$ cat src/rtl/rlm_pkg.sv
`timescale 1ns/1ps
package rlm_pkg;

  // Outcome of comparing the toggles seen against the target count.
  typedef enum logic [1:0] {
    STEP_HOLD = 2'd0,
    STEP_UP   = 2'd1,
    STEP_DOWN = 2'd2
  } step_e;

  // Nominal half-period in system cycles, clamped to a legal divider value.
  function automatic longint unsigned start_half(
    input longint unsigned sys_hz,
    input longint unsigned ref_hz,
    input longint unsigned mult,
    input int unsigned     width
  );
    longint unsigned raw;
    longint unsigned top;
    raw = sys_hz / (mult * ref_hz) / 2;
    top = (width >= 63) ? 64'h7FFF_FFFF_FFFF_FFFF : ((64'd1 << width) - 64'd1);
    if (raw < 64'd1) raw = 64'd1;
    if (raw > top)   raw = top;
    return raw;
  endfunction

endpackage

$ cat src/rtl/rlm_ref_sync.sv
`timescale 1ns/1ps
// Synchronizer chain for the reference followed by rise detection.
module rlm_ref_sync #(
  parameter int unsigned STAGES = 2
) (
  input  logic clk,
  input  logic rst_n,
  input  logic ref_async,
  output logic rise
);

  logic [STAGES-1:0] chain;
  logic              last_q;

  always_ff @(posedge clk or negedge rst_n) begin
    if (!rst_n) chain[0] <= 1'b0;
    else        chain[0] <= ref_async;
  end

  generate
    for (genvar s = 1; s < STAGES; s++) begin : g_stage
      always_ff @(posedge clk or negedge rst_n) begin
        if (!rst_n) chain[s] <= 1'b0;
        else        chain[s] <= chain[s-1];
      end
    end
  endgenerate

  // Previous synchronized sample, compared against the newest one.
  always_ff @(posedge clk or negedge rst_n) begin
    if (!rst_n) last_q <= 1'b0;
    else        last_q <= chain[STAGES-1];
  end

  assign rise = chain[STAGES-1] & ~last_q;

endmodule

$ cat src/rtl/rlm_half_timer.sv
`timescale 1ns/1ps
// Half-period counter and output flop; a restart overrides any expiry.
module rlm_half_timer #(
  parameter int unsigned DIV_W = 32
) (
  input  logic             clk,
  input  logic             rst_n,
  input  logic             align,
  input  logic [DIV_W-1:0] half,
  output logic             out_q,
  output logic             tick
);

  logic [DIV_W-1:0] cnt_q;
  logic             expire;

  // Greater-or-equal keeps a shrinking divider from stranding the count.
  assign expire = (cnt_q >= (half - 1'b1));
  assign tick   = expire & ~align;

  always_ff @(posedge clk or negedge rst_n) begin
    if (!rst_n) begin
      cnt_q <= '0;
      out_q <= 1'b0;
    end else if (align) begin
      cnt_q <= '0;
      out_q <= 1'b1;
    end else if (expire) begin
      cnt_q <= '0;
      out_q <= ~out_q;
    end else begin
      cnt_q <= cnt_q + 1'b1;
    end
  end

endmodule

$ cat src/rtl/rlm_ratio_ctl.sv
`timescale 1ns/1ps
// Counts output toggles per reference period and steps the divider.
module rlm_ratio_ctl
  import rlm_pkg::*;
#(
  parameter int unsigned      MULT  = 14,
  parameter int unsigned      DIV_W = 32,
  parameter int unsigned      TOG_W = 16,
  parameter logic [DIV_W-1:0] INIT  = 1
) (
  input  logic             clk,
  input  logic             rst_n,
  input  logic             align,
  input  logic             tick,
  output logic [DIV_W-1:0] half_q
);

  localparam logic [TOG_W-1:0] TARGET   = TOG_W'(2 * MULT);
  localparam logic [TOG_W-1:0] TOG_MAX  = '1;
  localparam logic [DIV_W-1:0] HALF_MAX = '1;
  localparam logic [DIV_W-1:0] HALF_MIN = DIV_W'(1);

  logic [TOG_W-1:0] tog_q;
  logic             armed_q;
  step_e            step;

  always_comb begin
    if (tog_q > TARGET)      step = STEP_UP;
    else if (tog_q < TARGET) step = STEP_DOWN;
    else                     step = STEP_HOLD;
  end

  always_ff @(posedge clk or negedge rst_n) begin
    if (!rst_n) begin
      tog_q   <= '0;
      armed_q <= 1'b0;
      half_q  <= INIT;
    end else if (align) begin
      tog_q   <= '0;
      armed_q <= 1'b1;
      if (armed_q) begin
        unique case (step)
          STEP_UP:   if (half_q != HALF_MAX) half_q <= half_q + 1'b1;
          STEP_DOWN: if (half_q > HALF_MIN)  half_q <= half_q - 1'b1;
          default:   half_q <= half_q;
        endcase
      end
    end else if (tick && (tog_q != TOG_MAX)) begin
      tog_q <= tog_q + 1'b1;
    end
  end

endmodule

$ cat src/rtl/ref_lock_mult.sv
`timescale 1ns/1ps
// Reference-locked clock multiplier top level.
module ref_lock_mult #(
  parameter int unsigned MULT        = 14,
  parameter int unsigned REF_HZ      = 60,
  parameter int unsigned SYS_HZ      = 200_000_000,
  parameter int unsigned DIV_W       = 32,
  parameter int unsigned TOG_W       = 16,
  parameter int unsigned SYNC_STAGES = 2
) (
  input  logic             clk,
  input  logic             rst_n,
  input  logic             ref_in,
  output logic             clk_out,
  output logic [DIV_W-1:0] half_period
);

  localparam logic [DIV_W-1:0] HALF_INIT =
    DIV_W'(rlm_pkg::start_half(SYS_HZ, REF_HZ, MULT, DIV_W));

  logic ref_rise;
  logic half_tick;

  rlm_ref_sync #(.STAGES(SYNC_STAGES)) u_sync (
    .clk       (clk),
    .rst_n     (rst_n),
    .ref_async (ref_in),
    .rise      (ref_rise)
  );

  rlm_half_timer #(.DIV_W(DIV_W)) u_timer (
    .clk   (clk),
    .rst_n (rst_n),
    .align (ref_rise),
    .half  (half_period),
    .out_q (clk_out),
    .tick  (half_tick)
  );

  rlm_ratio_ctl #(
    .MULT  (MULT),
    .DIV_W (DIV_W),
    .TOG_W (TOG_W),
    .INIT  (HALF_INIT)
  ) u_ratio (
    .clk    (clk),
    .rst_n  (rst_n),
    .align  (ref_rise),
    .tick   (half_tick),
    .half_q (half_period)
  );

endmodule

$ cat config.mk
export PLATFORM = sky130hd
export DESIGN_NAME = ref_lock_mult
export DESIGN_NICKNAME = d
export VERILOG_FILES = /design/src/rtl/rlm_pkg.sv /design/src/rtl/rlm_ref_sync.sv /design/src/rtl/rlm_half_timer.sv /design/src/rtl/rlm_ratio_ctl.sv /design/src/rtl/ref_lock_mult.sv
export SDC_FILE = /design/constraint.sdc
export NUM_CORES = 1
export LEC_CHECK = 0
export BUFFER_PORTS_ARGS = -buffer_cell sky130_fd_sc_hd__buf_2
export CAP_MARGIN = 0
export CORE_AREA = 10 10 153 155
export DETAILED_ROUTE_END_ITERATION = 8
export DIE_AREA = 0 0 163 165
export SLEW_MARGIN = 20
export SYNTH_ARGS = -nofsm -noshare
export SYNTH_HDL_FRONTEND = slang
export SYNTH_SLANG_ARGS = --single-unit
$ cat constraint.sdc
create_clock -name clk -period 6.8 [get_ports clk]
set_clock_uncertainty 0.2 [all_clocks]
set_input_delay 1.36 -clock clk [delete_from_list [all_inputs] [get_ports clk]]
set_output_delay 1.36 -clock clk [all_outputs]
set_load 0.01 [all_outputs]
==> results by group, run 1 <==
Run status
  • Status: finished, final reports clean

Hold path
  • HP Class: reg2reg
  • Hold depth: 0

Setup path
  • Worst R2R Path Depth: 12
  • Stages on worst setup path: 12
  • WP data arrival: 5.42 ns
  • Top Family by Delay on Critical Path: simple AND/OR/NAND/NOR gates
  • CP Launch Type: register
  • Critical path's largest stage delay: 0.61 ns
  • Worst path bufs/invs: 0
  • Critical Path RT: 6.87 ns
  • Worst setup EP type: register
  • Most frequent CP cell: or4_4
  • CP Cell Sequence: or4_4 > or4_4 > or4_4 > or3_4 > nor2_2 > xnor2_1 > ha_1 > nand4_1 > nor4_1 > o21ai_0 > a2111oi_0 > mux2i_1
  • CP Class: reg2reg
  • CP max-delay cell: nor4_1
  • Maximum fanout along the worst path: 12

Drt
  • 1st-iter DRT viols: 329
  • DR vias: 5006
  • Final ANT Viol Nets: 0
  • Routed wire length: 15.2 mm
  • Drt via density: 5.10
  • DRT Pass-1 Iters: 5
  • Drc violations: 0
  • Drt wl/cell: 15.5 um

Cells and area
  • Fraction of layout cells with a size suffix above 1: 10.7%
  • Final instance area: 6670 sq um
  • Layout area overhead: 10.8%
  • Nets: 747
  • Filler-free cell count of the finished design: 981
  • Ant diodes: 0

Flow run
  • Number of max-cap violations: 0

Yosys
  • Avg Cell Area, Syn: 8.70 sq um
  • Mapped Area: 6020 sq um
  • Most used flip-flop cell after synthesis: dfrtp_1
  • Synth warnings: 0
  • Netlist cell types: 54
  • EDFF count, synth: 0
  • Syn nets: 733
  • Asr flop ratio synth: 100%
  • Synth Register Bits: 85
  • Cell count after synthesis: 692
  • Sequential area share after synthesis: 35.5%

Pwr
  • Maximum vdd drop: 0.137 mV
  • Power per Cell Area: 153 nW/um^2
  • P_leak: 3.13 nW
  • Tot Pwr: 1.02 mW

Place
  • Port Buffers: 35
  • HPWL after DPL: 11.1 mm
  • RePlAce Congestion: 0.800
  • Dpl cells: 965
  • DP Area: 6410 sq um

Floorplan
  • Chip Width: 163 um
  • Core Region: 20200 sq um
  • Die Ht: 165 um
  • # rows: 52
  • Die area: 26900 sq um
  • I/O Pins: 36
  • Initial Util: 29.8%

CTS
  • Clock Path Buffers: 2
  • CTS tree: yes
  • Root Driver: clkbuf_16
  • # resized after CTS: 0
  • Clock Pin Slew Worst Setup and Hold Paths: 0.06 ns
  • CTS H-Tree Depth: 3
  • Number of sinks on the clock net: 85
  • Post CTS Setup Buffer Count: 0
  • CTS buffer count: 9
  • CTS Hold Bufs: 0
  • Clk_lat worst skew: 0.35 ns

STA
  • Least-Margin Pin Slew: 0.776 ns
  • Slew Viols, Final: 0
  • Rel. slew slack: 48.3%
  • RSZ-0062 raised after global routing: false
  • Final setup fails: 0
  • Crit path time final: 5.36 ns
  • Final period utilization: 78.8%
  • Setup TNS: 0 ns
  • Final Hold Vio Count: 0
  • Worst hold slack: 0.160 ns
  • Max Fclk: 187 MHz

GRT
  • Gr ovfl total: 0
  • Vias in the first global route: 4739
  • Gr usage total: 11.6%
  • Antenna violations before repair: 0
  • Largest net degree at the start of global routing: 59
  • First-pass GRT wire length: 25.3 mm
==> per-layer routing <==
| metal | vias up | global-route usage (%) | routed length (um) |
|---|---|---|---|
| met5 | - | 0 | 0 |
| met2 | 94 | 19.0 | 7230 |
| met4 | 0 | 5.12 | 352 |
| met3 | 15 | 1.77 | 517 |
| li1 | 2492 | - | - |
| met1 | 2405 | 14.9 | 7120 |
==> power breakdown <==
group          switching [mW]  leakage (nW)  internal (mW)
combinational          0.0277          1.86         0.0157
clock                   0.207         0.129          0.245
sequential             0.0114          1.14          0.515
==> worst paths after layout <==
path | from | slack (ns) | end
hold reg to reg | u_sync.chain[0] | 0.16 | u_sync.chain[1]
hold / removal | u_sync.chain[0] | 0.16 | u_sync.chain[1]
setup / recovery | u_ratio.half_q[10] | 1.44 | u_ratio.tog_q[11]
setup reg to reg | u_ratio.half_q[10] | 1.44 | u_ratio.tog_q[11]
max in group asynchronous | rst_n | 4.58 | u_timer.cnt_q[26]
min in group asynchronous | rst_n | 0.73 | u_ratio.half_q[4]
==> layout make-up <==
| type | count | area [sq um] |
|---|---|---|
| fill | 2160 | 13500 |
| timing repair buffer | 40 | 215 |
| tap | 270 | 338 |
| clock buffer | 11 | 233 |
| inverter | 13 | 48.8 |
| multi-input combinational | 557 | 3670 |
| clock inverter | 5 | 27.5 |
| sequential | 85 | 2140 |
==> state kept, by name (all words and copies together) (netlist names) <==
signal / cells
u_sync.chain: 2
u_timer.cnt_q: 32
u_ratio.tog_q: 16
u_ratio.half_q: 32
u_sync.last_q: 1
u_timer.out_q: 1
u_ratio.armed_q: 1
==> logic make-up after synthesis <==
group / share of synthesized area, %
AND/OR/NAND/NOR: 26.8
AO/OA/AOI/OAI: 11.2
XOR/XNOR: 12.5
flip-flops: 35.5
buffers and inverters: 3.58
adder cells (fa/ha/maj): 7.90
multiplexers: 2.51
==> metrics by stage <==
step           util (%)  setup WS (ns)
6_report           33.1           1.44
5_1_grt            33.1           1.04
4_1_cts            33.1           1.37
3_5_place_dp       31.8           1.40
3_3_place_gp       31.8           1.53
2_1_floorplan         -           1.85
==> cells in the final DEF, fill, tap and decap left out, drive strengths merged, types with 11 or more instances in the layout <==
master,count
ha,38
nor3,35
xor2,27
buf,40
nand2b,19
dfrtp,77
xnor2,59
nand3,33
nand2,70
o211ai,11
nor2,70
nor4,13
clkbuf,11
inv,13
nand4,25
a21oi,29
mux2i,14
o21ai,25
or3,12
==> synthesized netlist by cell type (5+ instances only) <==
| cell type | count | area, sq um |
|---|---|---|
| nand2_1 | 70 | 263 |
| o21ai_0 | 25 | 125 |
| nand2b_1 | 19 | 119 |
| nor2_1 | 69 | 259 |
| nor4_1 | 13 | 81.3 |
| or3_1 | 11 | 68.8 |
| nand3_1 | 33 | 165 |
| inv_1 | 13 | 48.8 |
| and3_1 | 5 | 31.3 |
| mux2i_1 | 14 | 140 |
| and4_1 | 9 | 78.8 |
| xor2_1 | 27 | 236 |
| and2_1 | 7 | 43.8 |
| nor3_1 | 35 | 175 |
| o21a_1 | 6 | 45.0 |
| a21oi_1 | 29 | 145 |
| clkbuf_1 | 31 | 116 |
| dfstp_2 | 8 | 210 |
| ha_1 | 38 | 475 |
| or4_1 | 6 | 45.0 |
| dfrtp_1 | 77 | 1930 |
| nand4_1 | 25 | 156 |
| xnor2_1 | 59 | 517 |
| o211ai_1 | 11 | 82.6 |
Note: power is estimated with default switching activity, not from simulation.
==> run 2: changes to the inputs <==
Clock period 6.8 ns to 4.7 ns, I/O delays scaled along.
==> run 2 against run 1 <==
Net effect: combinational power up 51%; sequential share of layout area fell by 1.6 points; critical path depth increased by 1; critical endpoint is now u_ratio.tog_q[15]; clock-buffer cell count stayed put; largest power group is now the clock network.
==> results by group, run 2 (synthesized netlist as in run 1, its figures left out) <==
Run status
  • Status: finished, final reports clean

GRT
  • Largest net degree at the start of global routing: 62 (+5.1%)
  • Antenna violations before repair: 0 (unchanged)
  • Vias in the first global route: 4866 (+2.7%)
  • Gr ovfl total: 0 (unchanged)
  • First-pass GRT wire length: 26.0 mm (+2.6%)
  • Gr usage total: 11.9% (+0.26 points)

Cells and area
  • Commonest non-fill, non-tap cell in the layout: dfrtp_1
  • Layout area overhead: 16.6%
  • Final instance area: 7020 sq um (+5.2%)
  • Util after Layout: 34.8% (+1.7 points)
  • Ant diodes: 0 (unchanged)
  • Filler-free cell count of the finished design: 1002 (+2.1%)
  • Top flop regs: u_ratio.half_q (32), u_timer.cnt_q (32), u_ratio.tog_q (16)
  • Fraction of layout cells with a size suffix above 1: 15.0% (+4.3 points)
  • Most frequent cells in the layout: dfrtp_1, nand2_1, nor2_1
  • Nets: 768 (+2.8%)

Hold path
  • HP Class: reg2reg
  • Hold Startpoint: u_sync.chain[0]
  • Hold Path Sink: u_sync.chain[1]
  • Hold depth: 0 (unchanged)

Setup path
  • Top Family by Delay on Critical Path: simple AND/OR/NAND/NOR gates
  • Critical path's largest stage delay: 0.59 ns (-0.02 ns)
  • Most frequent CP cell: or4_4
  • Reg2reg setup slack: 0.13 ns (-1.31 ns)
  • CP max-delay cell: or4_4
  • CP Launch Type: register
  • CP Class: reg2reg
  • WP data arrival: 4.63 ns (-0.79 ns)
  • Critical Path RT: 4.76 ns (-2.11 ns)
  • Worst R2R Path Depth: 13 (+1)
  • Worst path bufs/invs: 0 (unchanged)
  • Worst flop-to-flop path endpoint: u_ratio.tog_q[15]
  • Maximum fanout along the worst path: 5 (-7)
  • CP Cell Sequence: or4_4 > or4_4 > or4_4 > or3_4 > nor2_4 > xnor2_2 > ha_1 > nand4_1 > nor3_2 > o2bb2ai_4 > nor2_4 > a2111oi_2 > mux2i_1
  • Reg-to-reg startpoint: u_ratio.half_q[13]
  • Worst setup EP type: register

STA
  • Setup TNS: 0 ns (unchanged)
  • Least-Margin Pin Slew: 0.904 ns (+0.128 ns)
  • Final Hold Vio Count: 0 (unchanged)
  • Worst Slack Setup Final: 0.131 ns (-1.31 ns)
  • Crit path time final: 4.57 ns (-0.786 ns)
  • Final setup fails: 0 (unchanged)
  • Max Fclk: 219 MHz (+17%)
  • Rel. slew slack: 39.3% (-9.0 points)
  • Final period utilization: 97.2% (+18 points)
  • Worst hold slack: 0.148 ns (-0.0113 ns)
  • Slew Viols, Final: 0 (unchanged)

Drt
  • 1st-iter DRT viols: 472 (+43%)
  • Drt wl/cell: 15.7 um (+0.95%)
  • DRT Pass-1 Iters: 5 (unchanged)
  • Drc violations: 0 (unchanged)
  • DR top layer: met4
  • Drt via density: 5.12 (+0.43%)
  • Final ANT Viol Nets: 0 (unchanged)
  • DRT met1 WL: 7.69 mm (+8.0%)
  • Met2 WL: 7.11 mm (-1.6%)
  • DR vias: 5135 (+2.6%)
  • Met3 WL: 683 um (+32%)
  • Routed wire length: 15.7 mm (+3.1%)

Place
  • Port Buffers: 35 (unchanged)
  • DP Area: 6590 sq um (+2.9%)
  • Dpl ws: 0.0348 ns (-1.37 ns)
  • Dpl cells: 984 (+2.0%)
  • RePlAce Congestion: 0.843 (+5.4%)
  • HPWL after DPL: 11.6 mm (+4.0%)

CTS
  • CTS buffer count: 9 (unchanged)
  • CTS H-Tree Depth: 3 (unchanged)
  • Clock Pin Slew Worst Setup and Hold Paths: 0.06 ns (about the same)
  • CTS tree: yes
  • CTS Hold Bufs: 0 (unchanged)
  • Clock Path Buffers: 2 (unchanged)
  • Root Driver: clkbuf_16
  • Number of sinks on the clock net: 85 (unchanged)
  • Clk_lat worst skew: 0.35 ns (about the same)

Flow run
  • Number of max-cap violations: 0 (unchanged)

Floorplan
  • Die area: 26900 sq um (unchanged)
  • Initial Util: 29.8% (unchanged)
  • I/O Pins: 36 (unchanged)
  • Die Ht: 165 um (unchanged)
  • Core Region: 20200 sq um (unchanged)
  • Chip Width: 163 um (unchanged)
  • # rows: 52 (unchanged)

Pwr
  • Sw power: 366 uW (+49%)
  • Gate power share: 4.0% (-0.2 points)
  • P_leak: 3.31 nW (+5.9%)
  • Pint: 1.26 mW (+63%)
  • Tot Pwr: 1.63 mW (+60%)
  • Clock network power share: 49.3% (+5.1 points)
  • Flop pwr share: 46.6% (-4.9 points)
  • Sw Share: 22.4% (-1.6 points)
  • Power per Cell Area: 232 nW/um^2 (+52%)
  • Maximum vdd drop: 0.161 mV (+18%)
## run 2: metal layers
metal	global-route usage (%)	up-vias
met4	3.52	0
met1	15.8	2498
met3	2.64	13
met2	18.8	91
met5	0	-
li1	-	2533
## run 2: cell type report
type | instances | area (sq um)
Fill cell | 2131 | 13200
Multi-Input combinational cell | 558 | 3770
Sequential cell | 85 | 2140
Timing Repair Buffer | 60 | 390
Tap cell | 270 | 338
Clock buffer | 11 | 253
Clock inverter | 5 | 82.6
Inverter | 13 | 48.8
## run 2: timing repair
| item | in CTS | in global routing |
|---|---|---|
| endpoints found under the setup margin | 0 | 44 |
| resized for setup | 0 | 14 |
| setup buffers | 0 | 1 |
## run 2: how the worst max path moves through the flow
stage,to,startpoint,cells past startpoint
floorplan,u_ratio.tog_q[10],u_ratio.half_q[12],16
global placement,u_ratio.tog_q[11],u_ratio.half_q[13],13
detailed placement,u_ratio.tog_q[15],u_ratio.half_q[13],13
CTS,u_ratio.tog_q[15],u_ratio.half_q[13],13
global route,u_ratio.tog_q[15],u_ratio.half_q[13],13
finish,u_ratio.tog_q[15],u_ratio.half_q[13],13
## run 2: worst register-to-register path: stages (launching register included)
cell and delay (ns):
dfrtp_2 0.40, or4_4 0.54, or4_4 0.59, or4_4 0.44, or3_4 0.37, nor2_4 0.11, xnor2_2 0.06, ha_1 0.30
nand4_1 0.27, nor3_2 0.29, o2bb2ai_4 0.20, nor2_4 0.07, a2111oi_2 0.39, mux2i_1 0.26
## run 2: power groups by stage
stage	combinational, mW	sequential, mW	clock, mW
2_1_floorplan	0.0389	0.771	0
3_3_place_gp	0.0662	0.774	0
3_5_place_dp	0.0666	0.775	0
4_1_cts	0.0681	0.761	0.822
5_1_grt	0.0778	0.763	0.846
6_report	0.0657	0.761	0.805
==> run 3: changes to the inputs <==
Settings changed: ABC_AREA from default to 1, CORE_AREA 10 10 153 155 to 10 10 167 169, DIE_AREA 0 0 163 165 to 0 0 177 179.
==> run 3 against run 2 <==
Net effect: sequential share of layout area shrank 3.9 points; synthesized area up 21%; first-iteration DRC count is 24% higher; core utilization decreased by 2.3 points; design area rose by 14%; die area up 18%; clock power decreased by 8.8%; wire length grew 50%; hold slack better by 0.0098 ns; via count increased by 39%; register-to-register slack improved by 0.45 ns.
==> results by group, run 3 <==
STA
  • Least-Margin Pin Slew: 0.738 ns (-0.166 ns)
  • Slew Viols, Final: 0 (unchanged)
  • Max Fclk: 243 MHz (+11%)
  • RSZ-0062 raised after global routing: false
  • Rel. slew slack: 50.8% (+12 points)
  • Final Hold Vio Count: 0 (unchanged)
  • Setup TNS: 0 ns (unchanged)
  • Final period utilization: 87.6% (-9.6 points)
  • Final setup fails: 0 (unchanged)
  • Crit path time final: 4.12 ns (-0.453 ns)
  • Worst Slack Setup Final: 0.583 ns (+0.453 ns)

Pwr
  • Power per Cell Area: 195 nW/um^2 (-16%)
  • Pint: 1.19 mW (-5.8%)
  • Gate power share: 4.6% (+0.6 points)
  • P_leak: 4.29 nW (+30%)
  • Sw power: 375 uW (+2.4%)
  • Clock network power share: 46.9% (-2.4 points)
  • Maximum vdd drop: 0.163 mV (+1.2%)
  • Flop pwr share: 48.5% (+1.9 points)
  • Sw Share: 23.9% (+1.5 points)

Yosys
  • Mapped Area: 7280 sq um (+21%)
  • Top-count cell post-synth: nand2_1
  • Asr flop ratio synth: 100% (unchanged)
  • Yosys top cell area share: 26.5% (-5.5 points)
  • Syn nets: 1181 (+61%)
  • Commonest cells in the netlist: nand2_1, nor2_1, inv_1
  • Sequential area share after synthesis: 29.4% (-6.1 points)
  • Cell count after synthesis: 1140 (+65%)
  • Synth Register Bits: 85 (unchanged)
  • Synth top area cells: dfrtp_1, nand2_1, nor2_1
  • Avg Cell Area, Syn: 6.38 sq um (-27%)
  • XOR/XNOR Fraction of Synth Area: 9.15% (-3.4 points)
  • Synth Area in Adders: 6.53% (-1.4 points)
  • Netlist cell types: 36 (-33%)
  • Synth warnings: 0 (unchanged)
  • Compound-Gate Fraction of Synth Area: 3.49% (-7.7 points)
  • Synth Area in Simple Gates: 42.8% (+16 points)
  • Largest family of logic cells by synthesized area: simple AND/OR/NAND/NOR gates
  • Mux contribution to synthesized area: 0% (-2.5 points)
  • EDFF count, synth: 0 (unchanged)
  • Most used flip-flop cell after synthesis: dfrtp_1
  • Largest area contributor in the netlist: dfrtp_1

CTS
  • Clk_lat worst skew: 0.36 ns (about the same)
  • CTS Hold Bufs: 0 (unchanged)
  • CTS tree: yes
  • # resized after CTS: 0 (unchanged)
  • CTS buffer count: 9 (unchanged)
  • Number of sinks on the clock net: 85 (unchanged)
  • Clock Pin Slew Worst Setup and Hold Paths: 0.07 ns (about the same)
  • CTS H-Tree Depth: 3 (unchanged)
  • Clock Path Buffers: 2 (unchanged)
  • Root Driver: clkbuf_16
  • Post CTS Setup Buffer Count: 0 (unchanged)

GRT
  • Gr ovfl total: 0 (unchanged)
  • Largest net degree at the start of global routing: 56 (-9.7%)
  • Gr usage total: 14.9% (+3.1 points)
  • First-pass GRT wire length: 37.2 mm (+43%)
  • Antenna violations before repair: 0 (unchanged)
  • Vias in the first global route: 6634 (+36%)

Setup path
  • CP Class: reg2reg
  • Worst setup EP type: register
  • CP Launch Type: register
  • Maximum fanout along the worst path: 20 (+15)
  • WP data arrival: 4.19 ns (-0.44 ns)
  • Critical Path RT: 4.78 ns (+0.02 ns)

Drt
  • Drt wl/cell: 15.7 um (+0.42%)
  • Drt via density: 4.77 (-6.8%)
  • Final ANT Viol Nets: 0 (unchanged)
  • 1st-iter DRT viols: 586 (+24%)
  • Drc violations: 0 (unchanged)
  • DRT Pass-1 Iters: 6 (+1)
  • DR vias: 7128 (+39%)
  • Routed wire length: 23.5 mm (+50%)

Cells and area
  • Top flop regs: u_ratio.half_q (32), u_timer.cnt_q (32), u_ratio.tog_q (16)
  • Nets: 1199 (+56%)
  • Most frequent cells in the layout: nand2_1, nor2_1, inv_1
  • Ant diodes: 0 (unchanged)
  • Layout area overhead: 10.4%
  • Commonest non-fill, non-tap cell in the layout: nand2_1
  • Fraction of layout cells with a size suffix above 1: 7.65% (-7.4 points)

Floorplan
  • Die area: 31700 sq um (+18%)
  • Initial Util: 29.4% (-0.44 points)
  • I/O Pins: 36 (unchanged)
  • Chip Width: 177 um (+8.6%)
  • Die Ht: 179 um (+8.5%)
  • Core Region: 24700 sq um (+23%)
  • # rows: 58 (+12%)

Place
  • HPWL after DPL: 18.3 mm (+59%)
  • Dpl ws: 0.610 ns (+0.575 ns)
  • RePlAce Congestion: 0.971 (+15%)
  • Port Buffers: 35 (unchanged)

Run status
  • Status: finished, final reports clean

Hold path
  • HP Class: reg2reg

Flow run
  • Number of max-cap violations: 0 (unchanged)
## run 3: cells by family after synthesis
kind of cell	after synthesis
compound gates	47
xor+xnor	76
fa+ha+maj	38
buf+inv	150
flops	85
simple gates	744
## run 3: power groups by stage
stage,combinational [mW],clock (mW),sequential [mW]
floorplan,0.0452,0,0.768
global placement,0.0720,0,0.773
detailed placement,0.0745,0,0.774
CTS,0.0752,0.763,0.760
global route,0.0858,0.785,0.762
finish,0.0728,0.734,0.760
## run 3: stage by stage
step	cell area, sq um	hold WS [ns]	utilization, %	std cells	power, mW
finish	8030	0.158	32.5	1493	1.57
global placement	7730	0.137	31.3	1477	0.845
floorplan	7280	0.131	-	1140	0.814
detailed placement	7730	0.148	31.3	1477	0.848
CTS	8030	0.163	32.5	1493	1.60
global route	8030	0.172	32.5	1493	1.63
## run 3: final timing paths
path	startpoint	endpoint	slack, ns	cells past startpoint
min	u_sync.chain[0]	u_sync.chain[1]	0.16	0
min in group asynchronous	rst_n	u_ratio.tog_q[0]	0.43	1
max in group asynchronous	rst_n	u_ratio.half_q[15]	2.96	2
max reg2reg	u_ratio.half_q[0]	u_timer.cnt_q[16]	0.58	17
min reg2reg	u_sync.chain[0]	u_sync.chain[1]	0.16	0
max	u_ratio.half_q[0]	u_timer.cnt_q[16]	0.58	17
## run 3: worst max-delay path: stages, from the launching register on
cell and delay (ns):
dfstp_2 0.43, inv_1 0.25, ha_1 0.33, inv_1 0.10, nor3_2 0.33, nand2_1 0.17, nor2_1 0.20, xor2_1 0.22
inv_1 0.07, ha_1 0.27, nand2_1 0.07, nor2_1 0.05, nand2_1 0.07, inv_1 0.04, a21oi_1 0.26, nand3_1 0.44
buf_4 0.38, nor3_1 0.13
## run 3: cell type report
class,instances,area [sq um]
timing repair buffer,45,253
inverter,112,420
multi-input combinational,905,4510
clock inverter,4,48.8
tap,330,413
fill,2717,16700
sequential,85,2140
clock buffer,12,246
## run 3: layer usage
metal	vias up	part of all wire, %	global-route usage, %
li1	3627	-	-
met1	3282	47	20.0
met2	195	45	23.7
met3	24	6.8	3.41
met4	0	1.6	3.99
met5	-	0	0
